--- src/rtl/ajtag_pkg.sv ---
package ajtag_pkg;
  typedef enum logic [1:0] {
    PH_IDLE  = 2'd0,
    PH_SETUP = 2'd1,
    PH_HIGH  = 2'd2,
    PH_LOW   = 2'd3
  } phase_t;
endpackage

--- src/rtl/ajtag_edge_sync.sv ---
module ajtag_edge_sync #(
  parameter int STAGES = 2
) (
  input  logic clk,
  input  logic rst_n,
  input  logic d,
  output logic lvl,
  output logic rise,
  output logic fall
);
  // chain_q[0..STAGES-1] synchronise, chain_q[STAGES] holds the previous level
  logic [STAGES:0] chain_q, chain_d;

  always_comb begin
    chain_d = {chain_q[STAGES-1:0], d};
  end

  always_ff @(posedge clk or negedge rst_n) begin
    if (!rst_n) chain_q <= '0;
    else        chain_q <= chain_d;
  end

  assign lvl  = chain_q[STAGES-1];
  assign rise = chain_q[STAGES-1] & ~chain_q[STAGES];
  assign fall = ~chain_q[STAGES-1] & chain_q[STAGES];
endmodule

--- src/rtl/ajtag_rst_pulse.sv ---
module ajtag_rst_pulse #(
  parameter  int CYCLES = 25000,
  localparam int CW     = $clog2(CYCLES + 1)
) (
  input  logic clk,
  input  logic rst_n,
  input  logic req,
  output logic drive
);
  logic [CW-1:0] cnt_q, cnt_d;

  always_comb begin
    cnt_d = cnt_q;
    if (req)              cnt_d = CW'(CYCLES);
    else if (cnt_q != '0) cnt_d = cnt_q - 1'b1;
  end

  always_ff @(posedge clk or negedge rst_n) begin
    if (!rst_n) cnt_q <= '0;
    else        cnt_q <= cnt_d;
  end

  assign drive = (cnt_q != '0);
endmodule

--- src/rtl/ajtag_shift_core.sv ---
module ajtag_shift_core
  import ajtag_pkg::*;
#(
  parameter  int MAX_BITS = 32,
  parameter  int HALF_W   = 8,
  parameter  int TO_W     = 16,
  localparam int LEN_W    = $clog2(MAX_BITS + 1),
  localparam int IDX_W    = (MAX_BITS > 1) ? $clog2(MAX_BITS) : 1,
  localparam int CNT_W    = (TO_W > HALF_W) ? TO_W : HALF_W
) (
  input  logic                clk,
  input  logic                rst_n,
  input  logic                cfg_adaptive,
  input  logic                cfg_tdo_fall,
  input  logic [HALF_W-1:0]   cfg_half,
  input  logic [TO_W-1:0]     cfg_timeout,
  input  logic                start,
  input  logic [LEN_W-1:0]    len,
  input  logic [MAX_BITS-1:0] tms_vec,
  input  logic [MAX_BITS-1:0] tdi_vec,
  input  logic                echo_lvl,
  input  logic                echo_rise,
  input  logic                echo_fall,
  input  logic                tdo_in,
  output logic                tck,
  output logic                tms,
  output logic                tdi,
  output logic                busy,
  output logic                done,
  output logic                err,
  output logic [MAX_BITS-1:0] tdo_vec
);
  phase_t              ph_q, ph_d;
  logic [CNT_W-1:0]    cnt_q, cnt_d;
  logic [IDX_W-1:0]    idx_q, idx_d, last_q, last_d;
  logic [MAX_BITS-1:0] tms_q, tms_vd, tdi_q, tdi_vd, tdo_q, tdo_d;
  logic                tck_q, tck_d, tmso_q, tmso_d, tdio_q, tdio_d;
  logic                done_q, done_d, err_q, err_d;

  logic [HALF_W-1:0]   half_eff;
  logic [CNT_W:0]      cnt_ext;
  logic                half_hit, to_hit, ev;
  logic [LEN_W-1:0]    len_eff;
  logic [IDX_W-1:0]    idx_nx;

  assign half_eff = (cfg_half == '0) ? HALF_W'(1) : cfg_half;
  assign cnt_ext  = {1'b0, cnt_q} + 1'b1;
  assign half_hit = cnt_ext >= (CNT_W+1)'(half_eff);
  assign to_hit   = cfg_adaptive && (cfg_timeout != '0) && (cnt_q == CNT_W'(cfg_timeout));
  assign len_eff  = (len > LEN_W'(MAX_BITS)) ? LEN_W'(MAX_BITS) : len;
  assign idx_nx   = idx_q + 1'b1;

  // phase completion event
  always_comb begin
    unique case (ph_q)
      PH_SETUP: ev = half_hit && (!cfg_adaptive || !echo_lvl);
      PH_HIGH:  ev = cfg_adaptive ? echo_rise : half_hit;
      PH_LOW:   ev = cfg_adaptive ? echo_fall : half_hit;
      default:  ev = 1'b0;
    endcase
  end

  // next state
  always_comb begin
    ph_d   = ph_q;
    cnt_d  = (cnt_q == '1) ? cnt_q : cnt_q + 1'b1;
    idx_d  = idx_q;
    last_d = last_q;
    tms_vd = tms_q;
    tdi_vd = tdi_q;
    tdo_d  = tdo_q;
    tck_d  = tck_q;
    tmso_d = tmso_q;
    tdio_d = tdio_q;
    done_d = 1'b0;
    err_d  = err_q;
    unique case (ph_q)
      PH_IDLE: begin
        cnt_d = '0;
        if (start && (len != '0)) begin
          ph_d   = PH_SETUP;
          tms_vd = tms_vec;
          tdi_vd = tdi_vec;
          last_d = IDX_W'(len_eff - 1'b1);
          idx_d  = '0;
          tmso_d = tms_vec[0];
          tdio_d = tdi_vec[0];
          tdo_d  = '0;
          err_d  = 1'b0;
        end
      end
      PH_SETUP: begin
        if (ev) begin
          ph_d  = PH_HIGH;
          tck_d = 1'b1;
          cnt_d = '0;
        end else if (to_hit) begin
          ph_d = PH_IDLE; tck_d = 1'b0; err_d = 1'b1; done_d = 1'b1;
        end
      end
      PH_HIGH: begin
        if (ev) begin
          if (!cfg_tdo_fall) tdo_d[idx_q] = tdo_in;
          if (idx_q != last_q) begin
            tmso_d = tms_q[idx_nx];
            tdio_d = tdi_q[idx_nx];
          end
          ph_d  = PH_LOW;
          tck_d = 1'b0;
          cnt_d = '0;
        end else if (to_hit) begin
          ph_d = PH_IDLE; tck_d = 1'b0; err_d = 1'b1; done_d = 1'b1;
        end
      end
      PH_LOW: begin
        if (ev) begin
          if (cfg_tdo_fall) tdo_d[idx_q] = tdo_in;
          cnt_d = '0;
          if (idx_q == last_q) begin
            ph_d   = PH_IDLE;
            done_d = 1'b1;
          end else begin
            idx_d = idx_nx;
            ph_d  = PH_HIGH;
            tck_d = 1'b1;
          end
        end else if (to_hit) begin
          ph_d = PH_IDLE; tck_d = 1'b0; err_d = 1'b1; done_d = 1'b1;
        end
      end
      default: ph_d = PH_IDLE;
    endcase
  end

  // registers
  always_ff @(posedge clk or negedge rst_n) begin
    if (!rst_n) begin
      ph_q   <= PH_IDLE;
      cnt_q  <= '0;
      idx_q  <= '0;
      last_q <= '0;
      tms_q  <= '0;
      tdi_q  <= '0;
      tdo_q  <= '0;
      tck_q  <= 1'b0;
      tmso_q <= 1'b0;
      tdio_q <= 1'b0;
      done_q <= 1'b0;
      err_q  <= 1'b0;
    end else begin
      ph_q   <= ph_d;
      cnt_q  <= cnt_d;
      idx_q  <= idx_d;
      last_q <= last_d;
      tms_q  <= tms_vd;
      tdi_q  <= tdi_vd;
      tdo_q  <= tdo_d;
      tck_q  <= tck_d;
      tmso_q <= tmso_d;
      tdio_q <= tdio_d;
      done_q <= done_d;
      err_q  <= err_d;
    end
  end

  assign tck     = tck_q;
  assign tms     = tmso_q;
  assign tdi     = tdio_q;
  assign busy    = (ph_q != PH_IDLE);
  assign done    = done_q;
  assign err     = err_q;
  assign tdo_vec = tdo_q;
endmodule

--- src/rtl/ajtag_master.sv ---
module ajtag_master #(
  parameter  int MAX_BITS    = 32,
  parameter  int HALF_W      = 8,
  parameter  int TO_W        = 16,
  parameter  int SYNC_STAGES = 2,
  parameter  int CLK_FREQ_HZ = 50_000_000,
  parameter  int SRST_US     = 500,
  localparam int LEN_W       = $clog2(MAX_BITS + 1)
) (
  input  logic                clk,
  input  logic                rst_n,
  input  logic                cfg_adaptive,
  input  logic                cfg_tdo_fall,
  input  logic [HALF_W-1:0]   cfg_half,
  input  logic [TO_W-1:0]     cfg_timeout,
  input  logic                shift_start,
  input  logic [LEN_W-1:0]    shift_len,
  input  logic [MAX_BITS-1:0] shift_tms,
  input  logic [MAX_BITS-1:0] shift_tdi,
  output logic                shift_busy,
  output logic                shift_done,
  output logic                shift_err,
  output logic [MAX_BITS-1:0] shift_tdo,
  input  logic                trst_req,
  input  logic                srst_req,
  input  logic                tck_echo,
  input  logic                jtag_tdo,
  output logic                jtag_tck,
  output logic                jtag_tms,
  output logic                jtag_tdi,
  output logic                jtag_trst_n,
  output logic                sys_rst_drive_low
);
  localparam int SRST_CYCLES = (CLK_FREQ_HZ / 1_000_000) * SRST_US;

  logic [1:0] rsync_q, rsync_d;
  logic       rst_n_i;
  logic       echo_lvl, echo_rise, echo_fall;
  logic       trst_q, trst_d;

  // reset: asynchronous assertion, synchronous release
  always_comb rsync_d = {rsync_q[0], 1'b1};
  always_ff @(posedge clk or negedge rst_n) begin
    if (!rst_n) rsync_q <= '0;
    else        rsync_q <= rsync_d;
  end
  assign rst_n_i = rsync_q[1];

  ajtag_edge_sync #(.STAGES(SYNC_STAGES)) u_echo (
    .clk  (clk),
    .rst_n(rst_n_i),
    .d    (tck_echo),
    .lvl  (echo_lvl),
    .rise (echo_rise),
    .fall (echo_fall)
  );

  ajtag_shift_core #(
    .MAX_BITS(MAX_BITS), .HALF_W(HALF_W), .TO_W(TO_W)
  ) u_core (
    .clk         (clk),
    .rst_n       (rst_n_i),
    .cfg_adaptive(cfg_adaptive),
    .cfg_tdo_fall(cfg_tdo_fall),
    .cfg_half    (cfg_half),
    .cfg_timeout (cfg_timeout),
    .start       (shift_start),
    .len         (shift_len),
    .tms_vec     (shift_tms),
    .tdi_vec     (shift_tdi),
    .echo_lvl    (echo_lvl),
    .echo_rise   (echo_rise),
    .echo_fall   (echo_fall),
    .tdo_in      (jtag_tdo),
    .tck         (jtag_tck),
    .tms         (jtag_tms),
    .tdi         (jtag_tdi),
    .busy        (shift_busy),
    .done        (shift_done),
    .err         (shift_err),
    .tdo_vec     (shift_tdo)
  );

  ajtag_rst_pulse #(.CYCLES(SRST_CYCLES)) u_srst (
    .clk  (clk),
    .rst_n(rst_n_i),
    .req  (srst_req),
    .drive(sys_rst_drive_low)
  );

  // test reset: held active through block reset, then follows the request
  always_comb trst_d = ~trst_req;
  always_ff @(posedge clk or negedge rst_n_i) begin
    if (!rst_n_i) trst_q <= 1'b0;
    else          trst_q <= trst_d;
  end
  assign jtag_trst_n = trst_q;
endmodule

--- config.mk ---
export PLATFORM = sky130hd
export DESIGN_NAME = ajtag_master
export DESIGN_NICKNAME = d
export VERILOG_FILES = /design/src/rtl/ajtag_pkg.sv /design/src/rtl/ajtag_edge_sync.sv /design/src/rtl/ajtag_rst_pulse.sv /design/src/rtl/ajtag_shift_core.sv /design/src/rtl/ajtag_master.sv
export SDC_FILE = /design/constraint.sdc
export NUM_CORES = 1
export LEC_CHECK = 0
export BUFFER_PORTS_ARGS = -buffer_cell sky130_fd_sc_hd__buf_4
export CORE_MARGIN = 2
export CORE_UTILIZATION = 56
export CTS_BUF_LIST = sky130_fd_sc_hd__clkbuf_8 sky130_fd_sc_hd__clkbuf_16
export CTS_CLUSTER_SIZE = 25
export DETAILED_ROUTE_END_ITERATION = 10
export PLACE_DENSITY_LB_ADDON = 0.12
export SLEW_MARGIN = 5
export SYNTH_ARGS = -nofsm -noshare
export SYNTH_HDL_FRONTEND = slang
export SYNTH_SLANG_ARGS = --single-unit
--- constraint.sdc ---
create_clock -name clk -period 6.4 [get_ports clk]
set_clock_uncertainty 0.2 [all_clocks]
set_input_delay 0.32 -clock clk [delete_from_list [all_inputs] [get_ports clk]]
set_output_delay 0.32 -clock clk [all_outputs]
set_load 0.01 [all_outputs]
# After elaboration in Yosys (flattened, before gate mapping)

Cells that the tools add are included.

Register bits after elaboration: 150
Input bits: 103
Output and inout port bits: 40
Word-level logic and storage cells: 133

$add $sub $neg: 5
Magnitude comparators: 5
Equal/unequal tests: 18
Muxes and demuxes: 57
Bitwise logic cells: 5
Reductions and logical operators: 27

Operators by type and width:

| operator                | number |
|---|---|
| $mux W32                | 5 |
| $pmux W32 S3            | 1 |
| $bwmux W32              | 1 |
| $mux W16                | 2 |
| $pmux W16 S2            | 1 |
| $mux W15                | 2 |
| $mux W1                 | 23 |
| $mux W5                 | 4 |
| $add A16 B1 Y17 const B | 1 |
| $ge A17 B8 Y1           | 1 |
| $add A16 B1 Y16 const B | 1 |
| $eq A16 B16 Y1          | 1 |
| $eq A16 B16 Y1 const B  | 1 |
| $reduce_bool A16 Y1     | 1 |
| $reduce_bool A15 Y1     | 1 |
| $sub A15 B1 Y15 const B | 1 |
| $lt A5 B6 Y1 const B    | 2 |
| $mux W2                 | 6 |
| $bmux W1 S5             | 2 |
| $ne A2 B1 Y1 const B    | 5 |
| $pmux W5 S2             | 1 |
| $logic_not A8 Y1        | 1 |
| $mux W8                 | 1 |
| $ne A2 B2 Y1 const B    | 4 |
| other kinds (29)        | 48 |

# Longest topological paths before layout

Depth in word-level cells: 8
Gate-level depth with buffers: 16
Depth with buffers taken out: 14

# Modules after synthesis

A second synthesis with hierarchy kept.

Cells, all modules: 738
Area, all modules: 8030.2 um^2

Modules (own cells, without submodules):

| module           | times used | cells each | area an instance (um^2) | seq. area each (um^2) |
|---|---|---|---|---|
| ajtag_shift_core | 1          | 642        | 7016.7                  | 3228.1 |
| ajtag_rst_pulse  | 1          | 86         | 840.8                   | 375.4 |
| ajtag_edge_sync  | 1          | 5          | 90.1                    | 75.1 |
| ajtag_master     | 1          | 5          | 82.6                    | 75.1 |

# Worst setup path before layout

No wires, ideal clock.

Kind: flip-flop to flip-flop
Start: reg u_core.idx_q[0]
End: reg u_core.tmso_q, in the netlist u_core.tms
Setup time: 125 ps
Arrival time: 3018 ps
Required time: 6075 ps
Setup slack: 3057 ps
Stages on the path, launching flop included: 13
Path buffers: 4
Clock period less this slack: 3343 ps
Cell sequence: dfrtp_1 buf_4 buf_2 inv_1 ha_1 clkbuf_1 clkbuf_1 mux4_2 a211oi_1 a21oi_1 mux2i_1 a21oi_1 mux2_2

Word-level cells in the longest chain between the ends: 6
Elaborated cells on any way between the ends: 9
Classes of those cells: add/sub: 1; eq/ne: 2; mux: 5; reduce/logical: 1

RTL lines:

| item                          | RTL line                | RTL |
|---|---|---|
| start: declaration            | ajtag_shift_core.sv:35  | `logic [IDX_W-1:0] idx_q, idx_d, last_q, last_d;` |
| start signal: assignment      | ajtag_shift_core.sv:153 | `idx_q <= idx_d;` |
| $add A5 B1 Y5                 | ajtag_shift_core.sv:51  | `assign idx_nx = idx_q + 1'b1;` |
| $bmux W1 S5                   | ajtag_shift_core.sv:105 | `tmso_d = tms_q[idx_nx];` |
| $mux W1 (implied by the code) | ajtag_shift_core.sv:105 |  |
| $mux W1                       | ajtag_shift_core.sv:104 | `if (idx_q != last_q) begin` |
| $mux W1                       | ajtag_shift_core.sv:102 | `if (ev) begin` |
| $pmux W1 S2                   | ajtag_shift_core.sv:77  | `unique case (ph_q)` |
| end signal: assignment        | ajtag_shift_core.sv:159 | `tmso_q <= tmso_d;` |
| end: declaration              | ajtag_shift_core.sv:37  | `logic tck_q, tck_d, tmso_q, tmso_d, tdio_q, tdio_d;` |

Parallel ways exist; a longest one is shown, timed or not. The select of a mux whose other input is x is not followed.
A chain may end at the register's enable or synchronous reset.

# Worst setup path in the final report

Start: reg u_core.cnt_q[0]
End: reg u_core.tdo_q[5], in the netlist u_core.tdo_vec[5]

Word-level cells in the longest chain between the ends: 6
Elaborated cells on any way between the ends: 9
Classes of those cells: add/sub: 1; order compare: 1; eq/ne: 2; mux: 3; reduce/logical: 2

RTL lines:

| item                                 | RTL line                | RTL |
|---|---|---|
| start: declaration                   | ajtag_shift_core.sv:34  | `logic [CNT_W-1:0] cnt_q, cnt_d;` |
| start signal: assignment             | ajtag_shift_core.sv:152 | `cnt_q <= cnt_d;` |
| $add A16 B1 Y17 *                    | ajtag_shift_core.sv:47  | `assign cnt_ext = {1'b0, cnt_q} + 1'b1;` |
| $ge A17 B8 Y1 *                      | ajtag_shift_core.sv:48  | `assign half_hit = cnt_ext >= (CNT_W+1)'(half_eff);` |
| $mux W1 (tied with other cells)      | ajtag_shift_core.sv:58  | `PH_LOW: ev = cfg_adaptive ? echo_fall : half_hit;` |
| $pmux W1 S3 *                        | ajtag_shift_core.sv:55  | `unique case (ph_q)` |
| $ne A2 B1 Y1 (no source line)        | -                       |  |
| $reduce_and A6 Y1 (no source line) * | -                       |  |
| end signal: assignment               | ajtag_shift_core.sv:157 | `tdo_q <= tdo_d;` |
| end: declaration                     | ajtag_shift_core.sv:36  | `logic [MAX_BITS-1:0] tms_q, tms_vd, tdi_q, tdi_vd, tdo_q, tdo_d;` |

Every way passes the cells marked *; elsewhere a longest branch is shown, timed or not.

==> run_results.csv <==
group,metric,value,unit
power,ir_drop,0.256,mV
synth,synthesis.area,7870,um2
placed_design,io_buffers,142,
synth,synth.area.mux_share,0.153,
layout,nNetsFinal,1031,
placed_design,gp_congestion,0.879,
critical_path,cp_data_arrival_time,4350,ps
synth,synth_xor_area_frac,0.0512,
critical_path,r2r-end,"u_core.tdo_vec[5]",
detailed_routing,routedWlPerCell,18.1,um
layout,area_growth_syn_to_layout,31.2,%
synth,async_reset_ff_frac,1.00,
synth,synth-edff-count,0,
detailed_routing,drtIter0Drc,594,
synth,ys_warn_count,0,
layout,layout_common_cells,"dfrtp_1, buf_4, o21ai_0",
critical_path,start_kind,"flip-flop",
clock_network,cts_tree,"yes",
synth,syn_nets,838,
placed_design,place_hpwl,12.9,mm
critical_path,rr_startpoint,"u_core.cnt_q[0]",
synth,synth-seq-area-share,0.477,
synth,synth_top_family_by_area,"multiplexers",
power,p_int,2.26,mW
power,power.switching,0.931,mW
hold_path,min_from,"shift_len[5]",
clock_network,htreeDepth,4,
sta,fin_tns_setup,0,ps
sta,slew-limit-headroom,0.305,
synth,syn_inst,716,
clock_network,cts_made_buffers,17,
layout,layout_commonest_cell,"dfrtp_1",
critical_path,critPathMaxFanout,37,
global_routing,antenna_found_initial,0,
global_routing,grt_pass1_vias,6531,
layout,drive_gt1_frac,0.310,
global_routing,grt_usage,0.278,
critical_path,required,6490,ps
clock_network,path_clk_slew,60,ps
detailed_routing,viasPerCell,5.84,
job,max_cap_violations,0,
layout,final_area,10300,um2
sta,finalMaxSlewViolations,0,
power,p_comb_frac,0.251,
synth,synth_flop_cell,"dfrtp_1",
power,pwr-share-clk,0.321,
synth,syn_avg_cell_area,11.0,um2
clock_network,clk_latency,420,ps
sta,rsz0062_at_grt,"false",
sta,whs,53.6,ps
clock_network,cts-root-buf,"clkbuf_16",
synth,synth-compound-area-share,0.138,
floorplan,start_util,0.569,
critical_path,r2r_cells,13,
synth,ys_seq_elements,150,
floorplan,dieWidth,123,um
power,power_frac_seq,0.429,
detailed_routing,drc,0,
clock_network,cts.sinks,150,
floorplan,io_pins,143,
global_routing,overflow,0,
detailed_routing,vias,6436,
global_routing,grt_pass1_wl,32.3,mm
detailed_routing,final_antenna_net_count,0,
sta,fin_crit,4260,ps
hold_path,hold_end,"u_core.last_q[3]",
global_routing,grt_max_degree,86,
power,switching_share,0.292,
detailed_routing,drtPass1Iterations,5,
critical_path,worst-setup-path-type,"flip-flop to flip-flop",
floorplan,die_h,123,um
detailed_routing,wl,20.0,mm
floorplan,coreArea,13800,um2
hold_path,holdCritPathClass,"input port to flip-flop",
synth,synthAdderAreaFrac,0.0302,
power,p_per_area,309,nW/um2
sta,setup_viol_count_final,0,
power,power.leakage,4.60,nW
sta,clock.fmax,234,MHz
synth,synth_cell_types,68,
synth,yosysTopAreaCell,"dfrtp_1",
synth,post-synth-top-area-fraction,0.477,
sta,worst_pin_slew,1040,ps
critical_path,rrSetupSlack,2140,ps
clock_network,cts.path.max_buffers,2,
sta,hold_violations,0,
floorplan,die_area,15000,um2
placed_design,place_area,9030,um2
synth,synth_simple_gate_area_frac,0.116,
synth,ys_top_cells_by_area,"dfrtp_1, mux2_2, o21ai_0, mux4_2, ha_1",
layout,antennaDiodeCount,0,
layout,n_fill_cell,913,
floorplan,core.rowCount,43,
status,status,"complete, no violations",
clock_network,postCtsResizedCells,0,
hold_path,hold_path_depth,3,
critical_path,end_kind,"flip-flop",
sta,fin_crit_sh,0.666,
==> worst max-delay path by stage <==
stage / from / end / slack, ps / depth (start not counted)
after floorplan: rsync_q[1] / jtag_trst_n / 1710 / 0
after global placement: u_core.cnt_q[0] / u_core.tdo_vec[21] / 2330 / 13
after detailed placement: u_core.cnt_q[0] / u_core.tdo_vec[5] / 2160 / 13
after CTS: u_core.cnt_q[0] / u_core.tdo_vec[5] / 2150 / 13
after global routing: u_core.cnt_q[0] / u_core.tdo_vec[16] / 1800 / 13
final: u_core.cnt_q[0] / u_core.tdo_vec[5] / 2140 / 13
==> power groups by stage <==
stage	combinational, mW	sequential, mW	clock [mW]
after floorplan	0.572	1.32	0
after global routing	0.872	1.40	1.09
after CTS	0.787	1.35	1.03
final	0.800	1.37	1.02
after global placement	0.717	1.34	0
after detailed placement	0.750	1.36	0
==> area by class of cell <==
class	count	area (um2)	area share
inverter	25	93.8	0.00909
sequential	150	3760	0.364
timing repair buffer	215	1790	0.173
multi-input combinational	500	3860	0.374
clock buffer	17	425	0.0412
clock inverter	15	180	0.0174
tap	180	225	0.0218
==> cell families after synthesis <==
family / after synthesis
AO/OA/AOI/OAI: 177
AND/OR/NAND/NOR: 165
flip-flops: 150
multiplexers: 92
buffers and inverters: 66
XOR/XNOR: 46
adder cells (fa/ha/maj): 19
other: 1
==> state kept, by name (all words and copies together), names as in the netlist <==
signal and flops:
jtag_trst_n 1, rsync_q 2, u_core.cnt_q 16, u_core.done 1, u_core.err 1, u_core.idx_q 5
u_core.last_q 5, u_core.ph_q 2, u_core.tck 1, u_core.tdi 1, u_core.tdi_q 32, u_core.tdo_vec 32
u_core.tms 1, u_core.tms_q 32, u_echo.chain_q 3, u_srst.cnt_q 15
==> synth_stat cells (all sizes together) (9+ instances only) <==
cell type  number
mux4           16
nand3          23
nand2          30
o21ai          77
nor2           39
nand2b         11
mux2i           9
nor4           13
inv            24
xnor2          24
buf            11
ha             19
clkbuf         30
a211oi         10
xor2           22
a21oi          51
mux2           67
dfrtp         150
==> timing repair <==
action / 4_1_cts / 5_1_grt
buffers inserted: 0 / 0
hold endpoints to repair: 77 / 0
hold buffers: 69 / 0
==> metrics by stage <==
stage | power, mW | cells | setup slack (ps) | utilization
final | 3.19 | 1102 | 2140 | 0.747
after global routing | 3.36 | 1102 | 1800 | 0.747
after CTS | 3.17 | 1102 | 2150 | 0.747
after detailed placement | 2.11 | 1001 | 2160 | 0.653
after global placement | 2.05 | 1001 | 2330 | 0.653
after floorplan | 1.89 | 716 | 1710 | -
==> routing by layer <==
layer  routed length (um)  GRT usage
met3                 1020     0.0567
met5                    0          0
met1                 8400      0.354
met2                10200      0.473
met4                  405     0.0977
==> worst max-delay path, cell delays in order (launching register included) <==
cell	delay, ps
dfrtp_1	470
ha_1	270
and3_1	210
and3_1	210
xnor2_1	210
inv_1	80
ha_1	330
a211oi_1	240
a41o_1	190
nand4_1	160
nor2_1	140
o21a_1	830
nand2b_1	410
o21ai_0	160
No activity file was read; power rests on OpenSTA's default activity.
